## config.mk

```make
export PLATFORM = sky130hd
export DESIGN_NAME = cpu8_core
export DESIGN_NICKNAME = d
export VERILOG_FILES = /design/src/rtl/cpu8_pkg.sv /design/src/rtl/cpu8_decode.sv /design/src/rtl/cpu8_alu.sv /design/src/rtl/cpu8_nextpc.sv /design/src/rtl/cpu8_core.sv
export SDC_FILE = /design/constraint.sdc
export NUM_CORES = 1
export LEC_CHECK = 0
export ABC_AREA = 1
export BUFFER_PORTS_ARGS = -buffer_cell sky130_fd_sc_hd__buf_4
export CELL_PAD_IN_SITES_DETAIL_PLACEMENT = 0
export CELL_PAD_IN_SITES_GLOBAL_PLACEMENT = 1
export CORE_UTILIZATION = 40
export DETAILED_ROUTE_END_ITERATION = 10
export PLACE_DENSITY_LB_ADDON = 0.1
export SLEW_MARGIN = 40
export SYNTH_ARGS = -nofsm -noshare
export SYNTH_HDL_FRONTEND = slang
export SYNTH_HIERARCHICAL = 1
export SYNTH_SLANG_ARGS = --single-unit
```

## constraint.sdc

```tcl
create_clock -name clk -period 4.5 [get_ports clk]
set_clock_uncertainty 0.1 [all_clocks]
set_input_delay 0.45 -clock clk [delete_from_list [all_inputs] [get_ports clk]]
set_output_delay 0.45 -clock clk [all_outputs]
set_load 0.005 [all_outputs]
```

## src/rtl/cpu8_pkg.sv

```systemverilog
package cpu8_pkg;

    typedef enum logic [2:0] {
        OP_LD  = 3'd0,
        OP_AND = 3'd1,
        OP_OR  = 3'd2,
        OP_XOR = 3'd3,
        OP_ADD = 3'd4,
        OP_SUB = 3'd5,
        OP_ST  = 3'd6,
        OP_JMP = 3'd7
    } op_e;

    typedef enum logic [1:0] {
        SRC_IMM = 2'd0,
        SRC_RAM = 2'd1,
        SRC_ACC = 2'd2,
        SRC_IN  = 2'd3
    } src_e;

    typedef enum logic [1:0] {
        DST_ACC = 2'd0,
        DST_X   = 2'd1,
        DST_Y   = 2'd2,
        DST_OUT = 2'd3
    } dst_e;

    typedef enum logic [1:0] {
        AG_ZD = 2'd0,
        AG_ZX = 2'd1,
        AG_YD = 2'd2,
        AG_YX = 2'd3
    } agen_e;

    typedef struct packed {
        op_e        op;
        src_e       src;
        dst_e       dst;
        agen_e      agen;
        logic       is_store;
        logic       is_jump;
        logic       x_inc;
        logic       wr_dst;
        logic [2:0] cond;
    } ctrl_t;

endpackage

```

## src/rtl/cpu8_decode.sv

```systemverilog
module cpu8_decode
    import cpu8_pkg::*;
(
    input  logic [7:0] instr,
    output ctrl_t      ctrl
);

    logic [2:0] mode;

    always_comb begin
        mode          = instr[4:2];
        ctrl.op       = op_e'(instr[7:5]);
        ctrl.src      = src_e'(instr[1:0]);
        ctrl.is_store = (instr[7:5] == 3'd6);
        ctrl.is_jump  = (instr[7:5] == 3'd7);
        ctrl.cond     = mode;
        ctrl.x_inc    = 1'b0;
        ctrl.agen     = AG_ZD;
        ctrl.dst      = DST_ACC;

        unique case (mode)
            3'd0: begin ctrl.agen = AG_ZD; ctrl.dst = DST_ACC; end
            3'd1: begin ctrl.agen = AG_ZX; ctrl.dst = DST_ACC; end
            3'd2: begin ctrl.agen = AG_YD; ctrl.dst = DST_ACC; end
            3'd3: begin ctrl.agen = AG_YX; ctrl.dst = DST_ACC; end
            3'd4: begin ctrl.agen = AG_ZD; ctrl.dst = DST_X;   end
            3'd5: begin ctrl.agen = AG_ZD; ctrl.dst = DST_Y;   end
            3'd6: begin ctrl.agen = AG_ZD; ctrl.dst = DST_OUT; end
            3'd7: begin ctrl.agen = AG_YX; ctrl.dst = DST_OUT; ctrl.x_inc = 1'b1; end
            default: begin ctrl.agen = AG_ZD; ctrl.dst = DST_ACC; end
        endcase

        // Jumps use the plain immediate address and write no register.
        if (ctrl.is_jump) begin
            ctrl.agen  = AG_ZD;
            ctrl.x_inc = 1'b0;
        end

        ctrl.wr_dst = !ctrl.is_jump &&
                      !(ctrl.is_store && (ctrl.dst == DST_ACC || ctrl.dst == DST_OUT));
    end

endmodule

```

## src/rtl/cpu8_alu.sv

```systemverilog
module cpu8_alu
    import cpu8_pkg::*;
#(
    parameter int DATA_W = 8
) (
    input  op_e               op,
    input  logic [DATA_W-1:0] acc,
    input  logic [DATA_W-1:0] bus,
    output logic [DATA_W-1:0] res
);

    always_comb begin
        unique case (op)
            OP_LD:   res = bus;
            OP_AND:  res = acc & bus;
            OP_OR:   res = acc | bus;
            OP_XOR:  res = acc ^ bus;
            OP_ADD:  res = acc + bus;
            OP_SUB:  res = acc - bus;
            OP_ST:   res = acc;
            OP_JMP:  res = DATA_W'(0) - acc;
            default: res = bus;
        endcase
    end

endmodule

```

## src/rtl/cpu8_nextpc.sv

```systemverilog
module cpu8_nextpc #(
    parameter int DATA_W = 8,
    parameter int PC_W   = 2 * DATA_W
) (
    input  logic              is_jump,
    input  logic [2:0]        cond,
    input  logic [DATA_W-1:0] acc,
    input  logic [DATA_W-1:0] yreg,
    input  logic [DATA_W-1:0] bus,
    input  logic [PC_W-1:0]   pc,
    output logic [PC_W-1:0]   pc_next
);

    localparam int PAGE_W = PC_W - DATA_W;

    logic acc_zero;
    logic acc_neg;
    logic taken;

    always_comb begin
        acc_zero = (acc == '0);
        acc_neg  = acc[DATA_W-1];
        // Condition index: 0 positive nonzero, 1 negative, 2 zero.
        unique case ({acc_zero, acc_neg})
            2'b00:   taken = cond[0];
            2'b01:   taken = cond[1];
            2'b10:   taken = cond[2];
            default: taken = 1'b0;
        endcase

        if (!is_jump) begin
            pc_next = pc + PC_W'(1);
        end else if (cond == 3'd0) begin
            pc_next = PC_W'({yreg, bus});
        end else if (taken) begin
            pc_next = {pc[PC_W-1 -: PAGE_W], bus};
        end else begin
            pc_next = pc + PC_W'(1);
        end
    end

endmodule

```

## src/rtl/cpu8_core.sv

```systemverilog
module cpu8_core
    import cpu8_pkg::*;
#(
    parameter int DATA_W   = 8,
    parameter int PC_W     = 2 * DATA_W,
    parameter int RAM_AW   = 15,
    parameter int SYNC_BIT = 6
) (
    input  logic              clk,
    input  logic              rst,
    output logic [PC_W-1:0]   rom_addr,
    input  logic [PC_W-1:0]   rom_data,
    output logic [RAM_AW-1:0] ram_addr,
    input  logic [DATA_W-1:0] ram_rdata,
    output logic [DATA_W-1:0] ram_wdata,
    output logic              ram_we,
    input  logic [DATA_W-1:0] in_port,
    output logic [DATA_W-1:0] out_port,
    output logic [DATA_W-1:0] xout_port
);

    localparam int ADDR_W = 2 * DATA_W;

    logic [PC_W-1:0]   pc_q;
    logic [DATA_W-1:0] instr_q;
    logic [DATA_W-1:0] imm_q;
    logic [DATA_W-1:0] acc_q;
    logic [DATA_W-1:0] xr_q;
    logic [DATA_W-1:0] yr_q;
    logic [DATA_W-1:0] out_q;
    logic [DATA_W-1:0] xout_q;

    ctrl_t             ctrl;
    logic [DATA_W-1:0] addr_hi;
    logic [DATA_W-1:0] addr_lo;
    logic [ADDR_W-1:0] addr_full;
    logic [DATA_W-1:0] bus_w;
    logic [DATA_W-1:0] alu_w;
    logic [PC_W-1:0]   pc_next;
    logic [DATA_W-1:0] rise_w;
    logic              out_wr;

    cpu8_decode u_dec (
        .instr (instr_q[7:0]),
        .ctrl  (ctrl)
    );

    // Address generation
    always_comb begin
        addr_hi   = (ctrl.agen == AG_YD || ctrl.agen == AG_YX) ? yr_q : '0;
        addr_lo   = (ctrl.agen == AG_ZX || ctrl.agen == AG_YX) ? xr_q : imm_q;
        addr_full = {addr_hi, addr_lo};
    end

    // Bus source selection
    always_comb begin
        unique case (ctrl.src)
            SRC_IMM: bus_w = imm_q;
            SRC_RAM: bus_w = ctrl.is_store ? '0 : ram_rdata;
            SRC_ACC: bus_w = acc_q;
            SRC_IN:  bus_w = in_port;
            default: bus_w = imm_q;
        endcase
    end

    cpu8_alu #(.DATA_W(DATA_W)) u_alu (
        .op  (ctrl.op),
        .acc (acc_q),
        .bus (bus_w),
        .res (alu_w)
    );

    cpu8_nextpc #(.DATA_W(DATA_W), .PC_W(PC_W)) u_npc (
        .is_jump (ctrl.is_jump),
        .cond    (ctrl.cond),
        .acc     (acc_q),
        .yreg    (yr_q),
        .bus     (bus_w),
        .pc      (pc_q),
        .pc_next (pc_next)
    );

    always_comb begin
        out_wr = ctrl.wr_dst && (ctrl.dst == DST_OUT);
        rise_w = ~out_q & alu_w;
    end

    // Fetch/execute register update
    always_ff @(posedge clk) begin
        if (rst) begin
            pc_q    <= '0;
            instr_q <= '0;
            imm_q   <= '0;
            acc_q   <= '0;
            xr_q    <= '0;
            yr_q    <= '0;
            out_q   <= '0;
            xout_q  <= '0;
        end else begin
            pc_q    <= pc_next;
            instr_q <= rom_data[DATA_W-1:0];
            imm_q   <= rom_data[PC_W-1 -: DATA_W];
            if (ctrl.wr_dst) begin
                unique case (ctrl.dst)
                    DST_ACC: acc_q <= alu_w;
                    DST_X:   xr_q  <= alu_w;
                    DST_Y:   yr_q  <= alu_w;
                    DST_OUT: out_q <= alu_w;
                    default: acc_q <= alu_w;
                endcase
            end
            if (ctrl.x_inc) begin
                xr_q <= xr_q + DATA_W'(1);
            end
            if (out_wr && rise_w[SYNC_BIT]) begin
                xout_q <= acc_q;
            end
        end
    end

    always_comb begin
        rom_addr  = pc_q;
        ram_addr  = addr_full[RAM_AW-1:0];
        ram_wdata = bus_w;
        ram_we    = ctrl.is_store;
        out_port  = out_q;
        xout_port = xout_q;
    end

    // non-jump instructions advance the counter by one
    a_r2_pc_step: assert property (@(posedge clk) disable iff (rst)
        (instr_q[7:5] != 3'd7) |=> (pc_q == $past(pc_q) + PC_W'(1)));

    // stores leave the accumulator untouched
    a_r7_store_keeps_acc: assert property (@(posedge clk) disable iff (rst)
        (instr_q[7:5] == 3'd6) |=> (acc_q == $past(acc_q)));

    // mode 7 outside jumps post-increments X
    a_r8_x_postinc: assert property (@(posedge clk) disable iff (rst)
        (instr_q[7:5] != 3'd7 && instr_q[4:2] == 3'd7) |=> (xr_q == $past(xr_q) + DATA_W'(1)));

    // far jump lands on {Y, bus}
    a_r9_far_jump: assert property (@(posedge clk) disable iff (rst)
        (instr_q[7:2] == 6'b111000) |=> (pc_q == PC_W'({$past(yr_q), $past(bus_w)})));

    // extended output only moves when output bit 6 rises
    a_r12_xout_hold: assert property (@(posedge clk) disable iff (rst)
        !$rose(out_q[SYNC_BIT]) |-> $stable(xout_q));

endmodule

```

==> results.txt <==
Post-synth EDFFs: 0
Clock Latency Late Sink: 340 ps
Final Hold Vio Count: 0
Power per Cell Area: 311.9 nW/µm²
vias post-DR: 5511
Routed WL: 16550 µm
crit-path max FO: 9
die height: 117.3 µm
Critical Path RT: 4640 ps
flops & latches, synth: 72
HP Class: primary input to flop
fin crit share: 90.14%
largest net degree at the start of global routing: 46
synth cell count leaders: nand2_1, inv_1, nor2_1, dfxtp_1, nand3_1
wire length per cell: 14.89 µm
crit path launch type: flop
filler-free cell count of the finished design: 1112
status: complete, no violations
I/O Pins: 90
max cap viols: 0
share of layout cells above drive strength 1: 18.09%
die area: 13760 µm²
Netlist cell types: 50
GPL Wtd Cong: 0.9117
Final nets: 997
Synth Area per Inst: 6.271 µm²
Yosys top cell by area: dfxtp_1
most frequent cell after synthesis: nand2_1
setup TNS: 0 ps
Bufs on Longest Clock Path: 2
row count: 41
Via-to-Cell Ratio: 4.956
Period minus WS final: 4056 ps
I/O Buffers: 89
# fillers: 1332
crit path cell chain: nor2_1 -> nor2_2 -> nand2_1 -> a41oi_1 -> inv_1 -> ha_1 -> inv_1 -> nor3_1 -> or2_1 -> xor2_1 -> ha_1 -> nand2_1 -> inv_1 -> nand4_1 -> nand4_1 -> nand3_1 -> a21oi_2 -> nand2_4 -> nor2_8 -> inv_4 -> nor2_1 -> nor2_1
Post-Syn Instances: 848
core box area: 12770 µm²
first-pass detailed-route iteration total: 7
Crit path largest cell delay: 510 ps
area of the mapped netlist: 5318 µm²
Primary FF master, synth: dfxtp_1
Worst Max-Slew Pin Slew: 821.2 ps
initial antenna violation count: 0
Die Wd: 117.3 µm
relative slew slack: 44.91%
vias in the first global route: 5185
Worst setup EP type: flop
syn nets: 910
Synth top area share: 27.11%
total CTS buffers: 9
register area share after synthesis: 27.11%
Worst Path Buf+Inv: 4
CP arrival: 4190 ps
Final setup violation count: 0
CTS tree: done
cts hold-fix bufs: 0
GRT Resource Usage Total: 24.77%
first-pass GRT wire length: 26900 µm
Routed Antenna Nets: 0
largest vdd supply drop: 0.0001646 V
Crit path max-delay family: simple AND/OR/NAND/NOR gates
worst-path cell with the longest stage delay: dfxtp_1
Area Overhead vs Synth: 21.06%
placed insts: 1096
YS warnings: 6
final slew viol count: 0
Root Driver: clkbuf_16
H-tree depth: 3
fmax: 246.5 MHz
largest cells by area after synthesis: dfxtp_1, nand2_1, inv_1, nor2_1, ha_1
hpwl dp: 12670 µm
asr flop ratio synth: 0%
critical setup path kind: flop to flop
GRT overflow: 0
antenna cells: 0
static leakage: 0.003152 µW
unrepaired setup endpoints after global routing: false
Worst-path clk slew: 60 ps
number of remaining DRC errors: 0
Initial Util: 41.63%
CTS Sinks: 72
DRT iter0 DRCs: 352
[routing by layer]
layer | GRT usage [%] | part of all wire (%) | vias to the layer above
met5 | 0 | 0 | -
met4 | 9.497 | 2.2 | 0
met3 | 3.940 | 4.8 | 26
met2 | 39.79 | 46 | 169
met1 | 33.11 | 47 | 2474
li1 | - | - | 2842
[layout by cell type, fill, tap and decap left out, types with 7 or more instances in the layout]
cell,instances
nand4_1,9
nand2_1,178
buf_4,103
ha_1,27
nor2_2,7
clkbuf_16,9
nor2_1,120
o21ai_0,56
inv_1,138
nand3_1,57
inv_2,9
xor2_1,11
dfxtp_1,72
o21ai_1,16
a32oi_1,7
a21oi_1,51
[tightest hold or removal path: stages]
cell and delay [ps]:
buf_4 70, inv_1 30, nor2_1 60
[cell type report]
| cell class | count | area [µm²] | area share (%) |
|---|---|---|---|
| multi-input combinational | 596 | 3131 | 48.63 |
| sequential | 72 | 1441 | 22.39 |
| timing repair buffer | 103 | 773.2 | 12.01 |
| inverter | 153 | 585.6 | 9.096 |
| clock buffer | 11 | 252.7 | 3.926 |
| tap | 172 | 215.2 | 3.343 |
| clock inverter | 5 | 38.79 | 0.6025 |
[worst paths after layout]
check	start	endpoint	slack (ps)	cells after the start
min reg2reg	yr_q[7]$_SDFFE_PP0P_	yr_q[7]$_SDFFE_PP0P_	350	2
max	instr_q[5]$_SDFF_PP0_	xout_port[2]$_SDFFE_PP0P_	440	22
min	rom_data[9]	imm_q[1]$_SDFF_PP0_	200	3
max reg2reg	instr_q[5]$_SDFF_PP0_	xout_port[2]$_SDFFE_PP0P_	440	22
[through the flow]
| step | setup slack, ps | util, % | hold slack, ps | instance area (µm²) | total power, µW |
|---|---|---|---|---|---|
| after floorplan | 696.6 | - | 323.5 | 5318 | 1104 |
| after global placement | 359.4 | 48.03 | 333.1 | 6135 | 1308 |
| after detailed placement | 197.6 | 48.05 | 343.7 | 6137 | 1318 |
| after CTS | 186.4 | 50.33 | 195.7 | 6429 | 2022 |
| after global routing | 46.75 | 50.40 | 208.8 | 6437 | 2136 |
| final | 443.6 | 50.40 | 201.5 | 6437 | 2008 |
[what timing repair did]
| action | in CTS | in global routing |
|---|---|---|
| endpoints found under the hold margin | 0 | 0 |
| setup buffers | 0 | 0 |
| endpoints found under the setup margin | 0 | 11 |
| gates resized for setup | 0 | 2 |
[logic make-up (layout without fill, tap and decap cells)]
group	Yosys count	count (layout)	synth area share [%]
AND/OR/NAND/NOR	408	408	34.47
buffers and inverters	180	272	14.23
AO/OA/AOI/OAI	145	145	14.99
flip-flops	72	72	27.11
adder cells (fa/ha/maj)	28	28	6.729
XOR/XNOR	15	15	2.470
[sequential cells by signal, summed over array words and instances (netlist names)]
register,count
instr_q,8
yr_q,8
xr_q,8
out_port,8
acc_q,8
imm_q,8
rom_addr,16
xout_port,8
[report_power, final]
part	internal, µW	total [µW]	switching (µW)	leakage [µW]
logic	220	596	377	0.00242
clock network	406	696	290	0.000142
registers	671	716	44.8	0.000589
No activity file was read; power rests on OpenSTA's default activity.
